`config.mk`:
```
export PLATFORM = sky130hd
export DESIGN_NAME = mbx_i2c_master
export DESIGN_NICKNAME = d
export VERILOG_FILES = /design/src/rtl/mbx_i2c_pkg.sv /design/src/rtl/mbx_i2c_tick.sv /design/src/rtl/mbx_i2c_engine.sv /design/src/rtl/mbx_i2c_regs.sv /design/src/rtl/mbx_i2c_master.sv
export SDC_FILE = /design/constraint.sdc
export NUM_CORES = 1
export LEC_CHECK = 0
export BUFFER_PORTS_ARGS = -buffer_cell sky130_fd_sc_hd__buf_2
export CELL_PAD_IN_SITES_DETAIL_PLACEMENT = 0
export CELL_PAD_IN_SITES_GLOBAL_PLACEMENT = 2
export CORE_MARGIN = 2
export CORE_UTILIZATION = 38
export CTS_BUF_LIST = sky130_fd_sc_hd__clkbuf_8
export CTS_CLUSTER_DIAMETER = 40
export DETAILED_ROUTE_END_ITERATION = 12
export HOLD_SLACK_MARGIN = 0.05
export MAX_ROUTING_LAYER = met4
export PLACE_DENSITY_LB_ADDON = 0.1
export SYNTH_ARGS = -nofsm -noshare
export SYNTH_HDL_FRONTEND = slang
export SYNTH_HIERARCHICAL = 1
export SYNTH_SLANG_ARGS = --single-unit
```
`constraint.sdc`:
```
create_clock -name clk -period 2.3 [get_ports clk]
set_clock_uncertainty 0.2 [all_clocks]
set_input_delay 0.46 -clock clk [delete_from_list [all_inputs] [get_ports clk]]
set_output_delay 0.46 -clock clk [all_outputs]
set_load 0.02 [all_outputs]
```
`src/rtl/mbx_i2c_pkg.sv`:
```
package mbx_i2c_pkg;

  localparam logic [2:0] OFS_STATUS = 3'd0;
  localparam logic [2:0] OFS_IEN    = 3'd1;
  localparam logic [2:0] OFS_WEXT   = 3'd2;
  localparam logic [2:0] OFS_CMD    = 3'd3;
  localparam logic [2:0] OFS_REXT   = 3'd4;

  localparam int EVT_ERR_BIT = 13;
  localparam int EVT_TX_BIT  = 14;
  localparam int EVT_RX_BIT  = 15;
  localparam int CMD_WR_BIT   = 10;
  localparam int CMD_TWO_BIT  = 11;
  localparam int CMD_HOLD_BIT = 13;
  localparam logic [1:0] CMD_NATIVE = 2'b10;

  typedef struct packed {
    logic [6:0] addr;
    logic       wr;
    logic       two;
    logic       hold;
  } cmd_t;

  typedef enum logic [2:0] {
    ST_IDLE, ST_START, ST_BIT, ST_ACK, ST_STOP
  } eng_state_t;

endpackage

```
`src/rtl/mbx_i2c_tick.sv`:
```
module mbx_i2c_tick #(
  parameter int DIV = 125
) (
  input  logic clk,
  input  logic rst_n,
  output logic tick
);
  localparam int CW = (DIV > 2) ? $clog2(DIV) : 1;
  localparam logic [CW-1:0] LAST = CW'(DIV - 1);

  logic [CW-1:0] cnt_q;

  always_ff @(posedge clk or negedge rst_n) begin
    if (!rst_n) cnt_q <= '0;
    else if (cnt_q == LAST) cnt_q <= '0;
    else cnt_q <= cnt_q + 1'b1;
  end

  assign tick = (cnt_q == LAST);
endmodule

```
`src/rtl/mbx_i2c_engine.sv`:
```
module mbx_i2c_engine
  import mbx_i2c_pkg::*;
(
  input  logic        clk,
  input  logic        rst_n,
  input  logic        tick,
  input  logic        start_i,
  input  cmd_t        cmd_i,
  input  logic [15:0] wbuf_i,
  input  logic        sda_in,
  output logic        busy_o,
  output logic        done_o,
  output logic        err_o,
  output logic        rd_o,
  output logic [15:0] rdata_o,
  output logic        scl_lo_o,
  output logic        sda_lo_o
);
  eng_state_t  state_q;
  logic [1:0]  phase_q, bidx_q;
  logic [2:0]  bitn_q;
  logic [7:0]  sh_q;
  cmd_t        cmd_q;
  logic [15:0] wbuf_q, rbuf_q;
  logic        held_q, err_q, done_q;
  logic [1:0]  sync_q;
  logic        scl_d, sda_d, scl_q, sda_q, dphase_q;

  wire        sda_s  = sync_q[1];
  wire [1:0]  nbytes = cmd_q.two ? 2'd2 : 2'd1;
  wire        rxmode = (bidx_q != 2'd0) && !cmd_q.wr;
  wire        last_b = (bidx_q == nbytes);

  always_ff @(posedge clk or negedge rst_n) begin
    if (!rst_n) sync_q <= 2'b11;
    else        sync_q <= {sync_q[0], sda_in};
  end

  always_comb begin
    scl_d = 1'b0;
    sda_d = 1'b0;
    unique case (state_q)
      ST_IDLE:  scl_d = held_q;
      ST_START: begin
        scl_d = (phase_q == 2'd0) ? held_q : (phase_q == 2'd3);
        sda_d = phase_q[1];
      end
      ST_BIT: begin
        scl_d = (phase_q == 2'd0) || (phase_q == 2'd3);
        sda_d = !rxmode && !sh_q[7];
      end
      ST_ACK: begin
        scl_d = (phase_q == 2'd0) || (phase_q == 2'd3);
        sda_d = rxmode && !last_b;
      end
      ST_STOP: begin
        scl_d = (phase_q == 2'd0);
        sda_d = !phase_q[1];
      end
      default: ;
    endcase
  end

  always_ff @(posedge clk or negedge rst_n) begin
    if (!rst_n) begin
      scl_q <= 1'b0; sda_q <= 1'b0; dphase_q <= 1'b0;
    end else begin
      scl_q <= scl_d; sda_q <= sda_d;
      dphase_q <= (state_q == ST_BIT) || (state_q == ST_ACK);
    end
  end

  always_ff @(posedge clk or negedge rst_n) begin
    if (!rst_n) begin
      state_q <= ST_IDLE; phase_q <= '0; bidx_q <= '0; bitn_q <= '0;
      sh_q <= '0; cmd_q <= '0; wbuf_q <= '0; rbuf_q <= '0;
      held_q <= 1'b0; err_q <= 1'b0; done_q <= 1'b0;
    end else begin
      done_q <= 1'b0;
      if (state_q == ST_IDLE) begin
        if (start_i) begin
          cmd_q <= cmd_i; wbuf_q <= wbuf_i; err_q <= 1'b0;
          phase_q <= '0; state_q <= ST_START;
        end
      end else if (tick) begin
        phase_q <= phase_q + 2'd1;
        if (phase_q == 2'd2) begin
          if (state_q == ST_BIT && rxmode) sh_q <= {sh_q[6:0], sda_s};
          if (state_q == ST_ACK && !rxmode) err_q <= sda_s;
        end
        if (phase_q == 2'd3) begin
          unique case (state_q)
            ST_START: begin
              state_q <= ST_BIT; bidx_q <= '0; bitn_q <= '0; held_q <= 1'b0;
              sh_q <= {cmd_q.addr, !cmd_q.wr};
            end
            ST_BIT: begin
              if (bitn_q == 3'd7) begin
                bitn_q <= '0; state_q <= ST_ACK;
                if (rxmode) begin
                  if (bidx_q == 2'd1) rbuf_q[7:0]  <= sh_q;
                  else                rbuf_q[15:8] <= sh_q;
                end
              end else begin
                bitn_q <= bitn_q + 3'd1;
                if (!rxmode) sh_q <= {sh_q[6:0], 1'b0};
              end
            end
            ST_ACK: begin
              if (!rxmode && err_q) state_q <= ST_STOP;
              else if (last_b) begin
                if (cmd_q.hold) begin
                  state_q <= ST_IDLE; held_q <= 1'b1; done_q <= 1'b1;
                end else state_q <= ST_STOP;
              end else begin
                bidx_q <= bidx_q + 2'd1; state_q <= ST_BIT;
                sh_q <= (bidx_q == 2'd0) ? wbuf_q[7:0] : wbuf_q[15:8];
              end
            end
            ST_STOP: begin
              state_q <= ST_IDLE; held_q <= 1'b0; done_q <= 1'b1;
            end
            default: state_q <= ST_IDLE;
          endcase
        end
      end
    end
  end

  assign busy_o   = (state_q != ST_IDLE);
  assign done_o   = done_q;
  assign err_o    = err_q;
  assign rd_o     = !cmd_q.wr;
  assign rdata_o  = rbuf_q;
  assign scl_lo_o = scl_q;
  assign sda_lo_o = sda_q;

  AST_SDA_STEADY_HIGH_SCL: assert property (@(posedge clk) disable iff (!rst_n)
    (dphase_q && !scl_q && $past(!scl_q)) |-> $stable(sda_q)) else $error("sda moved");
  AST_STOP_RELEASES: assert property (@(posedge clk) disable iff (!rst_n)
    (done_o && !held_q) |-> (!scl_q && !sda_q)) else $error("bus not released");
  AST_HOLD_KEEPS_SCL: assert property (@(posedge clk) disable iff (!rst_n)
    (state_q == ST_IDLE && held_q) |-> scl_q) else $error("held bus lost scl");
  AST_DONE_NOT_BUSY: assert property (@(posedge clk) disable iff (!rst_n)
    done_o |-> !busy_o) else $error("done while busy");
  AST_START_ONLY_IDLE: assert property (@(posedge clk) disable iff (!rst_n)
    start_i |-> (state_q == ST_IDLE)) else $error("start while busy");
endmodule

```
`src/rtl/mbx_i2c_regs.sv`:
```
module mbx_i2c_regs
  import mbx_i2c_pkg::*;
(
  input  logic        clk,
  input  logic        rst_n,
  input  logic [2:0]  reg_addr,
  input  logic        reg_wr,
  input  logic [15:0] reg_wdata,
  output logic [15:0] reg_rdata,
  input  logic        eng_busy,
  input  logic        eng_done,
  input  logic        eng_err,
  input  logic        eng_rd,
  input  logic [15:0] eng_rdata,
  output logic        start_o,
  output cmd_t        cmd_o,
  output logic [15:0] wbuf_o,
  output logic        irq_o
);
  localparam int NEV = 3;

  logic [NEV-1:0] st_q, ien_q, ev_set;
  logic [15:0]    wext_q, cmd_word_q;

  wire wr_cmd = reg_wr && (reg_addr == OFS_CMD);
  wire wr_st  = reg_wr && (reg_addr == OFS_STATUS);

  assign start_o = wr_cmd && (reg_wdata[15:14] == CMD_NATIVE) && !eng_busy;
  assign ev_set  = eng_done ? {!eng_err && eng_rd, !eng_err && !eng_rd, eng_err} : '0;

  always_ff @(posedge clk or negedge rst_n) begin
    if (!rst_n) begin
      st_q <= '0; ien_q <= '0; wext_q <= '0; cmd_word_q <= '0;
    end else begin
      st_q <= (st_q & ~(wr_st ? reg_wdata[15:13] : '0)) | ev_set;
      if (reg_wr && reg_addr == OFS_IEN)  ien_q  <= reg_wdata[15:13];
      if (reg_wr && reg_addr == OFS_WEXT) wext_q <= reg_wdata;
      if (start_o) cmd_word_q <= reg_wdata;
    end
  end

  always_comb begin
    unique case (reg_addr)
      OFS_STATUS: reg_rdata = {st_q, 13'd0};
      OFS_IEN:    reg_rdata = {ien_q, 13'd0};
      OFS_WEXT:   reg_rdata = wext_q;
      OFS_CMD:    reg_rdata = cmd_word_q;
      OFS_REXT:   reg_rdata = eng_rdata;
      default:    reg_rdata = '0;
    endcase
  end

  assign cmd_o.addr = reg_wdata[7:1];
  assign cmd_o.wr   = reg_wdata[CMD_WR_BIT];
  assign cmd_o.two  = reg_wdata[CMD_TWO_BIT];
  assign cmd_o.hold = reg_wdata[CMD_HOLD_BIT];
  assign wbuf_o     = wext_q;
  assign irq_o      = |(st_q & ien_q);

  AST_ONE_EVENT: assert property (@(posedge clk) disable iff (!rst_n)
    $onehot0(ev_set)) else $error("multiple events");
  AST_W1C_RX: assert property (@(posedge clk) disable iff (!rst_n)
    (wr_st && reg_wdata[EVT_RX_BIT] && !ev_set[2]) |=> !st_q[2]) else $error("w1c");
  AST_STICKY_RX: assert property (@(posedge clk) disable iff (!rst_n)
    (st_q[2] && !(wr_st && reg_wdata[EVT_RX_BIT])) |=> st_q[2]) else $error("sticky");
  AST_NONNATIVE_IDLE: assert property (@(posedge clk) disable iff (!rst_n)
    (wr_cmd && reg_wdata[15:14] != CMD_NATIVE && !eng_busy) |=> !eng_busy) else $error("non-native ran");
endmodule

```
`src/rtl/mbx_i2c_master.sv`:
```
module mbx_i2c_master
  import mbx_i2c_pkg::*;
#(
  parameter int CLK_DIV = 125
) (
  input  logic        clk,
  input  logic        rst_n,
  input  logic [2:0]  reg_addr,
  input  logic        reg_wr,
  input  logic [15:0] reg_wdata,
  output logic [15:0] reg_rdata,
  output logic        irq,
  output logic        busy,
  output logic        scl_drive_low,
  output logic        sda_drive_low,
  input  logic        sda_in
);
  logic        tick, start, done, err, rd;
  cmd_t        cmd;
  logic [15:0] wbuf, rdata;

  mbx_i2c_tick #(.DIV(CLK_DIV)) u_tick (.clk(clk), .rst_n(rst_n), .tick(tick));

  mbx_i2c_regs u_regs (
    .clk(clk), .rst_n(rst_n), .reg_addr(reg_addr), .reg_wr(reg_wr),
    .reg_wdata(reg_wdata), .reg_rdata(reg_rdata), .eng_busy(busy),
    .eng_done(done), .eng_err(err), .eng_rd(rd), .eng_rdata(rdata),
    .start_o(start), .cmd_o(cmd), .wbuf_o(wbuf), .irq_o(irq)
  );

  mbx_i2c_engine u_eng (
    .clk(clk), .rst_n(rst_n), .tick(tick), .start_i(start), .cmd_i(cmd),
    .wbuf_i(wbuf), .sda_in(sda_in), .busy_o(busy), .done_o(done),
    .err_o(err), .rd_o(rd), .rdata_o(rdata),
    .scl_lo_o(scl_drive_low), .sda_lo_o(sda_drive_low)
  );
endmodule

```
[Word-level counts from Yosys, hierarchy flattened]
Cells that the tools add are included.
W data, S select, Z words.
Word-level totals
  register bits after elaboration: 112
  input port bits: 23
  output and inout bits: 20
  word-level logic and storage cells: 152
Operators by class
  add/sub/neg operators: 4
  equal/unequal tests: 21
  multiplexer cells: 50
  bitwise logic cells: 6
  reduce and logical (&&, ||, !) cells: 48
Operators with widths (number)
  $pmux W16 S5: 1
  $mux W8: 8
  $mux W3: 11
  $pmux W8 S3: 1
  $reduce_and A7 Y1: 3
  $reduce_bool A2 Y1: 8
  $mux W1: 15
  $logic_and A1 B1 Y1: 14
  $eq A3 B2 Y1 const B: 4
  $mux W2: 6
  $reduce_and A4 Y1: 3
  $eq A3 B3 Y1 const B: 3
  $pmux W3 S3: 1
  $pmux W1 S4: 2
  $add A7 B1 Y7 const B: 1
  $eq A7 B7 Y1 const B: 1
  $logic_not A1 Y1: 7
  $mux W7: 1
  $and A3 B3 Y3: 2
  $eq A2 B2 Y1 const B: 3
  $eq A3 B1 Y1 const B: 2
  $logic_not A3 Y1: 2
  $ne A2 B2 Y1 const B: 3
  $pmux W3 S2: 1
  other kinds (18): 26

[Depth between registers and ports, before layout]
  word-level depth: 9
  mapped depth: 11
  depth with buffers taken out: 8

[Hierarchy]
The synthesis kept the hierarchy.
By module, submodules not included
  mbx_i2c_engine: times used 1, cells an instance 290, area each 3359.5 um^2, seq. area each 1679.1 um^2
  mbx_i2c_regs: times used 1, cells an instance 168, area each 2013.2 um^2, seq. area each 950.9 um^2
  mbx_i2c_tick: times used 1, cells an instance 31, area each 345.3 um^2, seq. area each 175.2 um^2

[Least setup slack after synthesis]
OpenSTA, ideal clock, no wires.
  path kind: reg2reg
  start: register u_eng.state_q[0]
  end: register u_eng/cmd_q[3] (netlist bit)
  setup time: 0.125 ns
  data arrival time: 2.189 ns
  data required time: 1.975 ns
  path slack: -0.214 ns
  cell stages (with the launch flop): 9
  path buffers: 3
  period minus slack after synthesis: 2.514 ns
  cells stage by stage: dfrtp_1 buf_6 nor3_1 inv_1 nor4b_1 and2_1 buf_2 buf_4 mux2_2
On the way
  word-level cells in the longest chain between the ends: 4
  elaborated cells between the ends (all ways): 5
  classes of those cells: reduce/logical (5)
Ends and longest elaborated chain
  start: declaration: RTL line mbx_i2c_engine.sv:19  | eng_state_t state_q;
  start signal: assignment: RTL line mbx_i2c_engine.sv:75  | state_q <= ST_IDLE; phase_q <= '0; bidx_q <= '0; bitn_q <= '0;
  start signal: assignment: RTL line mbx_i2c_engine.sv:83  | phase_q <= '0; state_q <= ST_START;
  start signal: assignment: RTL line mbx_i2c_engine.sv:94  | state_q <= ST_BIT; bidx_q <= '0; bitn_q <= '0; held_q <= 1'b0;
  $reduce_bool A3 Y1: RTL line mbx_i2c_engine.sv:130  | assign busy_o = (state_q != ST_IDLE);
  via busy: RTL line mbx_i2c_master.sv:13  | output logic busy,
  $logic_not A1 Y1: RTL line mbx_i2c_regs.sv:28  | assign start_o = wr_cmd && (reg_wdata[15:14] == CMD_NATIVE) && !eng_busy;
  $logic_and A1 B1 Y1: RTL line mbx_i2c_regs.sv:28
  via start: RTL line mbx_i2c_master.sv:18  | logic tick, start, done, err, rd;
  $reduce_and A2 Y1 (no source line)
  end signal: assignment: RTL line mbx_i2c_engine.sv:76  | sh_q <= '0; cmd_q <= '0; wbuf_q <= '0; rbuf_q <= '0;
  end signal: assignment: RTL line mbx_i2c_engine.sv:82  | cmd_q <= cmd_i; wbuf_q <= wbuf_i; err_q <= 1'b0;
  end: declaration: RTL line mbx_i2c_engine.sv:23  | cmd_t cmd_q;
The timed path passes the listed nets, and every way through them passes these cells.
A chain may end at the register's enable or synchronous reset.

[Worst setup path after layout]
  start: input reg_addr[0]
  end: output reg_rdata[14]
On the way
  word-level cells in the longest chain between the ends: 2
  elaborated cells between the ends (all ways): 6
  classes of those cells: eq/ne (4); mux (1); reduce/logical (1)
Ends and longest elaborated chain
  start: declaration: RTL line mbx_i2c_master.sv:8  | input logic [2:0] reg_addr,
  $eq A3 B3 Y1, or another cell as far along: RTL line mbx_i2c_regs.sv:43  | unique case (reg_addr)
  $pmux W16 S5 (*): RTL line mbx_i2c_regs.sv:43
  end: declaration: RTL line mbx_i2c_master.sv:11  | output logic [15:0] reg_rdata,
Mark *: on every way between the ends. The rest lies on a longest branch, timed or not.

==> reports/qor.yml <==
synth_top_family_by_area: "multiplexers"
setup_viol_count_final: 0
die_x_um: 127
use_met3_pct: 4.09
required_ns: 1.64
cts.sinks: 112
dr.pass1.iters: 4
start_util_pct: 39.0
antenna_found_initial: 0
synthCells: 489
grt_util_all_layers_pct: 19.3
stdcell_count: 738
grt_overflow: 0
cts_buffers: 9
min_path_type: "in2reg"
hold-worst-slack_ns: 0.111
area_delta_synth_final_pct: 15.6
drt_wl_total_um: 14000
end_kind: "output port"
fp.dieArea_um2: 16000
arrival_ns: 1.54
post-route-period-util_pct: 95.6
yosys_warnings: 6
place_hpwl_um: 10200
tightestPinTransition_ns: 0.551
placedCellCount: 719
ir_drop_uv: 568
grt_max_degree: 68
dp_slack_ns: -0.0236
yosysSeqAreaShare_pct: 49.1
rsz0062_at_grt: "yes"
ctsHtreeMaxLevel: 3
std_cell_rows: 44
max_freq_ghz: 0.455
drt_iter0_markers: 244
netlist_area_um2: 5720
groute.layer.met2.usage_pct: 31.3
syn_avg_cell_area_um2: 11.7
first_global_vias: 4008
synthXorXnorAreaFrac_pct: 0.460
synth_fp_nets: 521
cts_tree: "yes"
gp_congestion: 0.836
grt_pass1_wl_um: 23000
wl_per_cell_um: 19.0
synth_seq_cells: 112
fillers: 1387
ys_types: 65
path_class: "in2out"
postSynth.asyncResetShare_pct: 100
layout-drive-gt1-share_pct: 37.5
status: "complete, no violations"
synthSimpleGateAreaFrac_pct: 11.6
stdcell_area_um2: 6610
synthFlopType: "dfrtp_1"
drc: 0
ios: 43
drv_slew: 0
die_h_um: 127
timing.final.ws_setup_ns: 0.100
cts_root_buf: "clkbuf_8"
synth_mux_area_share_pct: 20.2
p_leak_nw: 3.12
grt-busiest-layer: "met2"
pwr_density_cell_nw_per_um2: 681
relSlewSlack_pct: 63.1
drtAntennaViolNets: 0
crit_path_start: "reg_addr[0]"
power_mw: 4.51
viasPerCell: 5.37
crit_fanout: 9
synth_adder_area_share_pct: 1.97
cts.path.max_buffers: 2
grt_use_met1_pct: 25.5
synth-compound-area-share_pct: 11.4
maxCapViolations: 0
clk_pin_slew_worst_paths_ns: 0.10
core-area_um2: 14600
hold_viol: 0
r2r_start: "u_eng/state_q[1]"
fin_crit_ns: 2.20
io_buffers: 42
crit_path_start_kind: "input port"
diodes: 0
synth_edf_count: 0
vias: 3964
num-nets-final: 581
place_area_um2: 6300
min-delay-start: "reg_wdata[12]"
clock_latency_ns: 0.38
placed cells by master (no fill, tap or decap), types with 2 or more instances in the layout:
cell type      netlist  routed
mux2i_1             21      21
dfrtp_1            110     110
a22oi_1              6       6
a21oi_1             12      12
dfstp_2              2       2
inv_6                0       2
a32o_1               2       2
xor2_1               2       2
o21ai_0             37      37
buf_4               14      36
nand3_1              5       5
and3_1               4       3
a22o_1               9       9
nor2_1              14      14
nor3b_2              1       3
nor3_1               6       5
nand2_1             38      38
nor3_4               1       2
dlygate4sd3_1        0       2
nor3b_1              6       4
nand2b_1             2       2
nand3b_1             2       2
inv_1               15      15
o221ai_1             2       2
mux2_1               3       3
and2_1               3       3
mux2_2              81      81
buf_12               0       6
o2bb2ai_1            2       2
ha_1                 9       9
and4bb_2             2       2
a32oi_1             11      11
inv_2                1       2
bufinv_16            0       3
buf_2                7      41
nor2b_1              8       8
clkbuf_8             0       9
o22ai_1              5       5
a31o_2               2       2
repair_timing:
item | in CTS | in global routing
endpoints found under the hold margin | 111 | 0
pin swaps | 0 | 1
setup endpoints to repair | 25 | 39
gates resized for setup | 1 | 6
setup buffers | 0 | 1
hold buffers | 2 | 0
power by group:
part	switching (mW)	total, mW	internal [mW]
clock	0.692	1.43	0.736
combinational	0.340	0.695	0.356
sequential	0.177	2.38	2.21
worst max-delay path, stage by stage:
cell and delay [ns]:
buf_2 0.21, buf_4 0.18, nor2b_1 0.23, a22oi_1 0.12
o22ai_1 0.15, buf_2 0.18
path summary, 6_finish.rpt:
check | slack (ns) | depth (start not counted) | end
setup / recovery | 0.10 | 6 | reg_rdata[14]
max in group asynchronous | 1.15 | 3 | u_eng/sync_q[0]
hold / removal | 0.11 | 2 | u_regs/wbuf_o[12]
min in group asynchronous | 0.40 | 3 | u_tick/cnt_q[5]
setup reg to reg | 0.11 | 7 | u_eng/sh_q[5]
hold reg to reg | 0.16 | 0 | u_eng/sync_q[1]
cell usage after synthesis, types with 3 or more instances:
| cell type | number | share of area (%) |
|---|---|---|
| buf_2 | 7 | 0.61 |
| nor2_1 | 14 | 0.92 |
| ha_1 | 9 | 2.0 |
| dfrtp_1 | 110 | 48 |
| nor3b_1 | 6 | 0.79 |
| a32oi_1 | 11 | 1.7 |
| a21oi_1 | 12 | 1.1 |
| a22oi_1 | 6 | 0.79 |
| o22ai_1 | 5 | 0.55 |
| clkbuf_1 | 8 | 0.53 |
| a22o_1 | 9 | 1.4 |
| mux2_1 | 3 | 0.59 |
| nor3_1 | 6 | 0.53 |
| and2_1 | 3 | 0.33 |
| nand2_1 | 38 | 2.5 |
| buf_6 | 6 | 1.2 |
| nor2b_1 | 8 | 0.88 |
| mux2_2 | 81 | 16 |
| buf_4 | 14 | 1.8 |
| inv_1 | 15 | 0.98 |
| mux2i_1 | 21 | 3.7 |
| o21ai_0 | 37 | 3.2 |
| nand3_1 | 5 | 0.44 |
| and3_1 | 4 | 0.44 |
area by class of cell:
| cell class | instances | area, um^2 | share of cell area [%] |
|---|---|---|---|
| clock buffers | 9 | 124 | 1.87 |
| repair buffers | 85 | 616 | 9.31 |
| clock inverters | 7 | 128 | 1.93 |
| multi-input cells | 325 | 2650 | 40.1 |
| flip-flops and latches | 112 | 2810 | 42.4 |
| inverters | 16 | 60.1 | 0.908 |
| well taps | 184 | 230 | 3.48 |
metrics by stage:
stage | setup TNS (ns) | utilization, %
finish | 0 | 45.2
global route | -0.0186 | 45.2
CTS | 0 | 45.0
detailed placement | -0.308 | 43.1
global placement | -0.151 | 43.1
floorplan | 0 | -
sequential cells by signal, summed over array words and instances (netlist names), 2 cells and up:
name / cells
u_eng/rdata_o: 16
u_eng/wbuf_q: 16
u_regs/cmd_word_q: 16
u_regs/wbuf_o: 16
u_eng/cmd_q: 10
u_eng/sh_q: 8
u_tick/cnt_q: 7
u_eng/bitn_q: 3
u_eng/state_q: 3
u_regs/ien_q: 3
u_regs/st_q: 3
u_eng/bidx_q: 2
u_eng/phase_q: 2
u_eng/sync_q: 2
routing by layer:
metal	vias up	routed length [um]
li1	1891	-
met1	2011	6480
met2	57	7030
met3	5	433
met4	0	99
met5	-	0
logic make-up (layout without fill, tap and decap cells):
family,count (synthesis),after routing
multiplexers,105,105
AO/OA/AOI/OAI,97,97
adder cells (fa/ha/maj),9,9
buffers and inverters,52,117
XOR/XNOR,3,3
AND/OR/NAND/NOR,111,111
flip-flops,112,112
Note: power is estimated with default switching activity, not from simulation.
